$ cat config.mk
export PLATFORM = sky130hd
export DESIGN_NAME = dma_chctl
export DESIGN_NICKNAME = d
export VERILOG_FILES = /design/src/rtl/dma_chctl_pkg.sv /design/src/rtl/dma_chctl_dec.sv /design/src/rtl/dma_chctl_fsm.sv /design/src/rtl/dma_chctl.sv
export SDC_FILE = /design/constraint.sdc
export NUM_CORES = 1
export LEC_CHECK = 0
export CORE_MARGIN = 5
export CORE_UTILIZATION = 28
export CTS_CLUSTER_SIZE = 30
export DETAILED_ROUTE_END_ITERATION = 16
export GPL_ROUTABILITY_DRIVEN = 0
export PLACE_DENSITY = 0.65
export SYNTH_ARGS = -nofsm -noshare
export SYNTH_HDL_FRONTEND = slang
export SYNTH_HIERARCHICAL = 1
export SYNTH_SLANG_ARGS = --single-unit
$ cat constraint.sdc
create_clock -name clk -period 1.9 [get_ports clk]
set_clock_uncertainty 0.2 [all_clocks]
set_input_delay 0.38 -clock clk [delete_from_list [all_inputs] [get_ports clk]]
set_output_delay 0.38 -clock clk [all_outputs]
set_load 0.05 [all_outputs]
$ cat src/rtl/dma_chctl_pkg.sv
package dma_chctl_pkg;

    typedef enum logic [1:0] {
        CH_OFF    = 2'd0,
        CH_ON     = 2'd1,
        CH_FINISH = 2'd2
    } ch_state_e;

    localparam int BIT_EN    = 0;
    localparam int BIT_START = 1;
    localparam int BIT_INIT  = 2;
    localparam int BIT_DONE  = 7;
    localparam int REG_W     = 8;

endpackage

$ cat src/rtl/dma_chctl_dec.sv
module dma_chctl_dec #(
    parameter int NCH    = 4,
    parameter int ADDR_W = 3
) (
    input  logic [ADDR_W-1:0] addr,
    output logic [NCH-1:0]    sel
);
    localparam int IDX_W = ADDR_W - 1;

    // Registers sit on even byte offsets; an odd offset selects nothing.
    for (genvar i = 0; i < NCH; i++) begin : g_sel
        assign sel[i] = !addr[0] && (addr[ADDR_W-1:1] == IDX_W'(i));
    end
endmodule

$ cat src/rtl/dma_chctl_fsm.sv
module dma_chctl_fsm
    import dma_chctl_pkg::*;
(
    input  logic clk,
    input  logic rst_n,
    input  logic wr_hit,
    input  logic rd_hit,
    input  logic wr_en_bit,
    input  logic wr_start_bit,
    input  logic wr_init_bit,
    input  logic ack,
    input  logic last,
    output logic en_o,
    output logic flag_o,
    output logic start_o,
    output logic init_o
);
    ch_state_e state, state_d;
    logic      flag_q, flag_d;
    logic      start_q, init_q;
    logic      start_fire, init_fire;

    always_comb begin
        state_d = state;
        unique case (state)
            CH_OFF:    state_d = (wr_hit && wr_en_bit) ? CH_ON : CH_OFF;
            CH_ON: begin
                if (ack && last)                state_d = CH_FINISH;
                else if (wr_hit && !wr_en_bit)  state_d = CH_OFF;
                else                            state_d = CH_ON;
            end
            CH_FINISH: state_d = (wr_hit && wr_en_bit) ? CH_ON : CH_OFF;
            default:   state_d = CH_OFF;
        endcase
    end

    always_ff @(posedge clk) begin
        if (!rst_n) state <= CH_OFF;
        else        state <= state_d;
    end

    assign en_o       = (state == CH_ON);
    assign start_fire = wr_hit && wr_start_bit && en_o && !flag_q;
    assign init_fire  = wr_hit && wr_init_bit && !en_o;

    // Setting from CH_FINISH outranks a same-cycle read or init clear.
    always_comb begin
        if (state == CH_FINISH)        flag_d = 1'b1;
        else if (rd_hit || init_fire)  flag_d = 1'b0;
        else                           flag_d = flag_q;
    end

    always_ff @(posedge clk) begin
        if (!rst_n) begin
            flag_q  <= 1'b0;
            start_q <= 1'b0;
            init_q  <= 1'b0;
        end else begin
            flag_q  <= flag_d;
            start_q <= start_fire;
            init_q  <= init_fire;
        end
    end

    assign flag_o  = flag_q;
    assign start_o = start_q;
    assign init_o  = init_q;

    p_start_gate_r3: assert property (@(posedge clk) disable iff (!rst_n)
        start_o |-> ($past(en_o) && !$past(flag_q)));

    p_init_gate_r4: assert property (@(posedge clk) disable iff (!rst_n)
        init_o |-> !$past(en_o));

    p_tc_drops_en_r6: assert property (@(posedge clk) disable iff (!rst_n)
        (en_o && ack && last) |=> !en_o);

    p_tc_sets_flag_r8: assert property (@(posedge clk) disable iff (!rst_n)
        (en_o && ack && last) |=> ##1 flag_o);

    p_idle_ack_r9: assert property (@(posedge clk) disable iff (!rst_n)
        (state == CH_OFF && !flag_o && !wr_hit) |=> !flag_o);
endmodule

$ cat src/rtl/dma_chctl.sv
module dma_chctl
    import dma_chctl_pkg::*;
#(
    parameter int NCH    = 4,
    parameter int ADDR_W = $clog2(NCH) + 1
) (
    input  logic              clk,
    input  logic              rst_n,
    input  logic [ADDR_W-1:0] bus_addr,
    input  logic [REG_W-1:0]  bus_wdata,
    input  logic              bus_we,
    input  logic              bus_re,
    output logic [REG_W-1:0]  bus_rdata,
    input  logic [NCH-1:0]    xfer_ack,
    input  logic [NCH-1:0]    xfer_last,
    output logic [NCH-1:0]    ch_en,
    output logic [NCH-1:0]    ch_start,
    output logic [NCH-1:0]    ch_init
);
    logic [NCH-1:0] sel;
    logic [NCH-1:0] flag;
    logic           wr_rsvd_any;

    dma_chctl_dec #(.NCH(NCH), .ADDR_W(ADDR_W)) u_dec (
        .addr (bus_addr),
        .sel  (sel)
    );

    for (genvar i = 0; i < NCH; i++) begin : g_ch
        dma_chctl_fsm u_fsm (
            .clk          (clk),
            .rst_n        (rst_n),
            .wr_hit       (bus_we && sel[i]),
            .rd_hit       (bus_re && sel[i]),
            .wr_en_bit    (bus_wdata[BIT_EN]),
            .wr_start_bit (bus_wdata[BIT_START]),
            .wr_init_bit  (bus_wdata[BIT_INIT]),
            .ack          (xfer_ack[i]),
            .last         (xfer_last[i]),
            .en_o         (ch_en[i]),
            .flag_o       (flag[i]),
            .start_o      (ch_start[i]),
            .init_o       (ch_init[i])
        );
    end

    always_comb begin
        bus_rdata = '0;
        for (int i = 0; i < NCH; i++) begin
            if (bus_re && sel[i]) begin
                bus_rdata[BIT_EN]   = ch_en[i];
                bus_rdata[BIT_DONE] = flag[i];
            end
        end
    end

    assign wr_rsvd_any = |bus_wdata[REG_W-1:BIT_INIT+1];

    p_rsvd_zero_r5: assert property (@(posedge clk) disable iff (!rst_n)
        bus_rdata[BIT_DONE-1:BIT_START] == '0);

    p_rsvd_write_r5: assert property (@(posedge clk) disable iff (!rst_n)
        (bus_we && wr_rsvd_any && bus_wdata[BIT_INIT:BIT_START] == 2'b00)
        |=> (ch_start == '0 && ch_init == '0));

    p_odd_zero_r10: assert property (@(posedge clk) disable iff (!rst_n)
        (bus_re && bus_addr[0]) |-> (bus_rdata == '0));

    p_odd_write_r10: assert property (@(posedge clk) disable iff (!rst_n)
        (bus_we && bus_addr[0] && xfer_ack == '0) |=> $stable(ch_en));
endmodule

==> results of run 1 <==
-- state kept, by name, indices dropped and copies added, names as in the netlist --
name / cells
g_ch.u_fsm/state: 8
g_ch.u_fsm/flag_o: 4
g_ch.u_fsm/init_o: 4
g_ch.u_fsm/start_o: 4
-- cell type report --
class / count / area (µm²)
sequential: 20 / 403
inverter: 4 / 15.0
tap: 46 / 57.6
fill: 365 / 1850
timing repair buffer: 38 / 413
multi-input combinational: 89 / 586
clock buffer: 4 / 36.3
-- synthesized netlist by cell type --
| library cell | count | area, µm² |
|---|---|---|
| a2bb2oi_1 | 4 | 35.0 |
| nand2_2 | 4 | 25.0 |
| nand2_1 | 14 | 52.6 |
| and2_2 | 2 | 15.0 |
| nor3b_1 | 2 | 15.0 |
| buf_4 | 6 | 45.0 |
| a21oi_1 | 2 | 10.0 |
| o21ai_0 | 5 | 25.0 |
| inv_1 | 4 | 15.0 |
| conb_1 | 1 | 3.75 |
| and3b_2 | 1 | 10.0 |
| dfxtp_1 | 20 | 400 |
| nor2_1 | 12 | 45.0 |
| nor2b_4 | 4 | 55.1 |
| o21ai_1 | 5 | 25.0 |
| nor3_1 | 1 | 5.00 |
| a32o_1 | 2 | 20.0 |
| nor2b_1 | 1 | 6.26 |
| nand3b_1 | 8 | 60.1 |
| nor3_2 | 4 | 40.0 |
| nand2b_1 | 2 | 12.5 |
| and2_1 | 10 | 62.6 |
-- cell families (layout without fill, tap and decap cells) --
| kind of cell | count (synthesis) | after routing | share of synthesized area |
|---|---|---|---|
| buffers and inverters | 10 | 46 | 0.0611 |
| AOI/OAI and AO/OA | 18 | 18 | 0.117 |
| and+or+nand+nor | 65 | 65 | 0.411 |
| DFF | 20 | 20 | 0.407 |
| other | 1 | 6 | 0.00381 |
-- layer usage --
| metal | wire (µm) | track usage | vias to the layer above |
|---|---|---|---|
| met2 | 1310 | 0.196 | 28 |
| met4 | 15 | 0.0304 | 0 |
| li1 | - | - | 453 |
| met1 | 1080 | 0.123 | 419 |
| met3 | 136 | 0.0275 | 2 |
| met5 | 0 | 0 | - |
-- worst paths after layout --
check,endpoint,slack [ps],cells after the start
worst max-delay path,bus_rdata[0],-70,5
worst min-delay path,g_ch[2].u_fsm/start_o$_SDFF_PN0_,270,1
worst max register to register,g_ch[2].u_fsm/init_o$_SDFF_PN0_,720,4
worst min register to register,g_ch[2].u_fsm/start_o$_SDFF_PN0_,270,1
-- per-stage QoR --
step / utilization / setup TNS, ps / instance area (µm²) / std cells
after floorplan: - / 0 / 1000 / 119
after global placement: 0.420 / -1800 / 1410 / 196
after detailed placement: 0.420 / -1950 / 1410 / 196
after CTS: 0.446 / -150 / 1500 / 201
after global routing: 0.449 / -225 / 1510 / 201
final: 0.449 / -134 / 1510 / 201
-- worst register-to-register path: cells and delay by family (launching register included) --
family | cells | cell delay, ps
buffers and inverters | 1 | 150
AND/OR/NAND/NOR | 3 | 370
flip-flops | 1 | 380
-- power breakdown --
group / switching [mW] / internal, mW / total [mW]
registers: 0.00293 / 0.424 / 0.427
clock network: 0.132 / 0.117 / 0.249
logic: 0.0931 / 0.0778 / 0.171
-- timing repair --
| item | CTS | global route |
|---|---|---|
| hold buffers | 0 | 0 |
| pin swaps | 6 | 4 |
| setup buffers | 3 | 0 |
| endpoints found under the setup margin | 2 | 2 |
| resized for setup | 30 | 3 |
==> reports/metrics.cfg, run 1 <==
[hold_path]
worst_hold_startpoint=g_ch[2].u_fsm/flag_o$_SDFFE_PN0P_
timing.hold.worst.class=flip-flop to flip-flop

[synthesis]
yosys_warnings=6
synth_area_per_cell_um2=8.63
synth_register_bits=20
mappedNetlistArea_um2=983
synth_sequential_area_ratio=0.407
postSynthCellCount=114
post_synth_num_cell_types=22

[grt]
first_global_vias=945
wire_length_of_the_first_global_routing_pass_um=4260
number_of_antenna_violations_at_the_first_check_in_global_routing=0
grt_start_max_net_pins=21
grt_util_all_layers=0.108
grt_overflow=0

[critical_path]
end_kind=output port
worst_path_dominant_cell_family=compound AO/OA/AOI/OAI gates
cp_cell_sequence=nor2b_4 > a21oi_2 > o21ai_1 > a32o_2 > buf_12
critical_path_required_ps=1320
crit_path_start=g_ch[1].u_fsm/state[0]$_SDFF_PN0_
critPathMaxFanout=2
crit_arrival_ps=1390
worst_setup_path_start_kind=flip-flop
slowest_delay_ps=340
critical_path.slowest_cell=dfxtp_2
crit-reg2reg-launch=g_ch[2].u_fsm/state[0]$_SDFF_PN0_
crit_buf_inv=1
setup.worst_path.class=flip-flop to output port

[place]
dp.final_hpwl_um=1880
io_port_bufs=31
place_ws_ps=-468

[routing]
routed_wirelength_um=2550
ant_nets=0
detailedRoute.firstIterationViolations=49
avgViaCountPerCell=4.49
drc=0
post_drt_wl_per_cell_um=12.7
drt_pre_antenna_iters=4
detailroute.via_count=902

[clocking]
cts.sink_count=20
clkSlewWorstSetupHoldPaths_ps=120
tritoncts_clock_tree=built
max-clock-path-buffers=2
cts_htree_levels=1
cts_inserted_buffers=3
clk_root_buffer_cell=clkbuf_4
worstSkewPairLatency_ps=300

[power_and_ir_drop]
finalPower_mw=0.846
power_per_cell_area_mw_per_mm2=560
p_leak_nw=0.604
peakVddDrop_mv=0.213

[final_layout]
layout_commonest_cell=dfxtp_1
nets=179
num_antenna_cells=0
commonest_non_fill_non_tap_cells_in_the_layout=18 x dfxtp_1, 15 x buf_4, 14 x nand2_1, 13 x clkdlybuf4s50_1, 12 x nor2_1
flow.area_growth_from_synthesis_pct=53.6
final_layout_size_suffix_gt1_frac=0.348

[floorplan]
die_w_um=69.3
coreArea_mm2=0.00336
fp.dieArea_mm2=0.00480
fp-row-count=21
chipHeight_um=69.3
io-pin-count=43
start_util=0.292

[timing]
post-route-period-util=1.04
timing_hold_violations_final=0
report.final.setup_viol=2
finalCriticalPeriod_ps=1970
final_critical_path_setup_slack_ps=-74.7
max_clock_freq_ghz=0.506
rsz0062_at_grt=true
timing.hold.ws_ps=268
report.final.slew_viol_count=0

[status]
violated_checks=setup timing
outcome=complete, but fails checks

[flow_run]
max_cap_viol_count=0

No activity file was read; power rests on OpenSTA's default activity.
==> run 2, diff against run 1 <==
SLEW_MARGIN = 20   (was not set)
==> results of run 2 <==
Same layout as run 1: the final DEF is identical, and so are final timing and power.
==> run 3, diff against run 2 <==
TNS_END_PERCENT = 20   (was not set)
==> reports/metrics.cfg, run 3 (synthesis gave the netlist of run 1 again) <==
[status]
outcome=complete, but fails checks
violated_checks=setup timing

[timing]
timing_hold_violations_final=0  ; unchanged
finalCriticalPeriod_ps=1930  ; -42.5 ps
setup_tns_after_final_layout_ps=-62.2  ; +71.8 ps
rsz0062_at_grt=true
report.final.setup_viol=2  ; unchanged
report.final.slew_viol_count=0  ; unchanged
final_critical_path_setup_slack_ps=-32.3  ; +42.5 ps
max_clock_freq_ghz=0.518  ; +2.2%
post-route-period-util=1.02  ; -0.0223

[power_and_ir_drop]
p_leak_nw=0.598  ; -1.0%
p_sw_frac=0.268  ; -0.00196
power_per_cell_area_mw_per_mm2=525  ; -6.4%
peakVddDrop_mv=0.161  ; -25%
power_frac_comb=0.219  ; +0.017
power.share.clock=0.239  ; -0.055
p_seq_frac=0.543  ; +0.039
total_switching_power_mw=0.210  ; -7.8%
internal-power_mw=0.575  ; -6.9%

[floorplan]
fp-row-count=21  ; unchanged
coreArea_mm2=0.00336  ; unchanged
io-pin-count=43  ; unchanged
die_w_um=69.3  ; unchanged
start_util=0.292  ; unchanged
chipHeight_um=69.3  ; unchanged
fp.dieArea_mm2=0.00480  ; unchanged

[routing]
drt_pre_antenna_iters=4  ; unchanged
avgViaCountPerCell=4.47  ; -0.39%
ant_nets=0  ; unchanged
routed_wirelength_um=2500  ; -1.6%
drc=0  ; unchanged
post_drt_wl_per_cell_um=12.5  ; -1.1%
detailedRoute.firstIterationViolations=80  ; +63%
detailroute.via_count=894  ; -0.89%

[grt]
grt_overflow=0  ; unchanged
first_global_vias=921  ; -2.5%
grt_util_all_layers=0.106  ; -0.00147
wire_length_of_the_first_global_routing_pass_um=4240  ; -0.33%
grt_start_max_net_pins=21  ; unchanged
number_of_antenna_violations_at_the_first_check_in_global_routing=0  ; unchanged

[final_layout]
largest_register_ff_count=8  ; unchanged
layout_commonest_cell=dfxtp_1
num_antenna_cells=0  ; unchanged
nets=179  ; unchanged
flow.area_growth_from_synthesis_pct=52.3
top_register_by_number_of_flip_flops=g_ch.u_fsm/state
commonest_non_fill_non_tap_cells_in_the_layout=17 x dfxtp_1, 15 x buf_4, 14 x nand2_1, 13 x clkdlybuf4s50_1, 12 x nor2_1
finalNonFillerCells=200  ; -0.50%
layout.core_utilization=0.445  ; -0.00372
final_layout_size_suffix_gt1_frac=0.338  ; -0.0107

[critical_path]
slowest_delay_ps=300  ; -40 ps
cp_cell_sequence=buf_6 > nor3b_4 > nand2b_1 > a32o_2 > buf_12
crit_buf_inv=2  ; +1
worst_path_dominant_cell_family=simple AND/OR/NAND/NOR gates
crit_arrival_ps=1350  ; -40 ps
worst_setup_path_start_kind=primary input
setup.worst_path.class=primary input to output port
critical_path.slowest_cell=nor3b_4
critical_path_required_ps=1320  ; about the same
end_kind=output port
critPathMaxFanout=6  ; +4

[clocking]
number_of_buffers_inserted_by_hold_repair_at_cts=0  ; unchanged
worstSkewPairLatency_ps=280  ; -20 ps
cts_inserted_buffers=3  ; unchanged
clk_root_buffer_cell=clkbuf_4
cts.sink_count=20  ; unchanged
tritoncts_clock_tree=built
clkSlewWorstSetupHoldPaths_ps=100  ; -20 ps
cts_htree_levels=1  ; unchanged
max-clock-path-buffers=2  ; unchanged

[place]
post-place-cells=197  ; +0.51%
io_port_bufs=31  ; unchanged
dp.final_hpwl_um=1950  ; +3.7%

[flow_run]
max_cap_viol_count=0  ; unchanged

[hold_path]
timing.hold.worst.class=flip-flop to flip-flop

==> run 3: worst register-to-register path, delay by kind of cell, from the launching register on <==
family	cells	cell delay, ps
buffers and inverters	1	140
flip-flops	1	360
AND/OR/NAND/NOR	3	350
==> run 3: layout make-up <==
class | instances | area (µm²)
repair buffers | 38 | 414
inverters | 4 | 15.0
flip-flops and latches | 20 | 404
multi-input cells | 89 | 584
clock buffers | 3 | 22.5
fillers | 341 | 1870
well taps | 46 | 57.6
==> run 3: power by group through the flow <==
stage / combinational (mW) / clock (mW) / sequential (mW)
2_1_floorplan: 0.0852 / 0 / 0.438
3_5_place_dp: 0.160 / 0 / 0.436
4_1_cts: 0.167 / 0.200 / 0.426
6_report: 0.172 / 0.188 / 0.426
5_1_grt: 0.181 / 0.220 / 0.427
3_3_place_gp: 0.159 / 0 / 0.436
==> run 3: what timing repair did <==
action	in CTS	in global routing
resized for setup	29	6
setup endpoints to repair	2	2
buffers inserted	2	0
pin swaps	6	3
==> run 3: per-stage QoR <==
| step | area (µm²) | power (mW) | hold WS, ps | worst slack, ps |
|---|---|---|---|---|
| 3_5_place_dp | 1420 | 0.596 | 249 | -537 |
| 4_1_cts | 1480 | 0.793 | 269 | -50.9 |
| 3_3_place_gp | 1420 | 0.594 | 254 | -513 |
| 6_report | 1500 | 0.786 | 267 | -32.3 |
| 5_1_grt | 1500 | 0.829 | 306 | -92.5 |
| 2_1_floorplan | 1000 | 0.524 | 221 | -114 |
==> run 3: final timing paths <==
path / end / start / depth (start not counted) / slack (ps)
worst max-delay path: bus_rdata[0] / bus_addr[1] / 5 / -30
worst min register to register: g_ch[1].u_fsm/start_o$_SDFF_PN0_ / g_ch[1].u_fsm/flag_o$_SDFFE_PN0P_ / 1 / 270
worst min-delay path: g_ch[1].u_fsm/start_o$_SDFF_PN0_ / g_ch[1].u_fsm/flag_o$_SDFFE_PN0P_ / 1 / 270
worst max register to register: g_ch[2].u_fsm/init_o$_SDFF_PN0_ / g_ch[2].u_fsm/state[0]$_SDFF_PN0_ / 4 / 740
==> run 3: metal layers <==
metal / global-route usage / routed length (µm) / part of all wire
met1: 0.125 / 1160 / 0.46
met2: 0.181 / 1160 / 0.46
met3: 0.0391 / 182 / 0.073
met4: 0.0282 / 4 / 0.0016
met5: 0 / 0 / 0
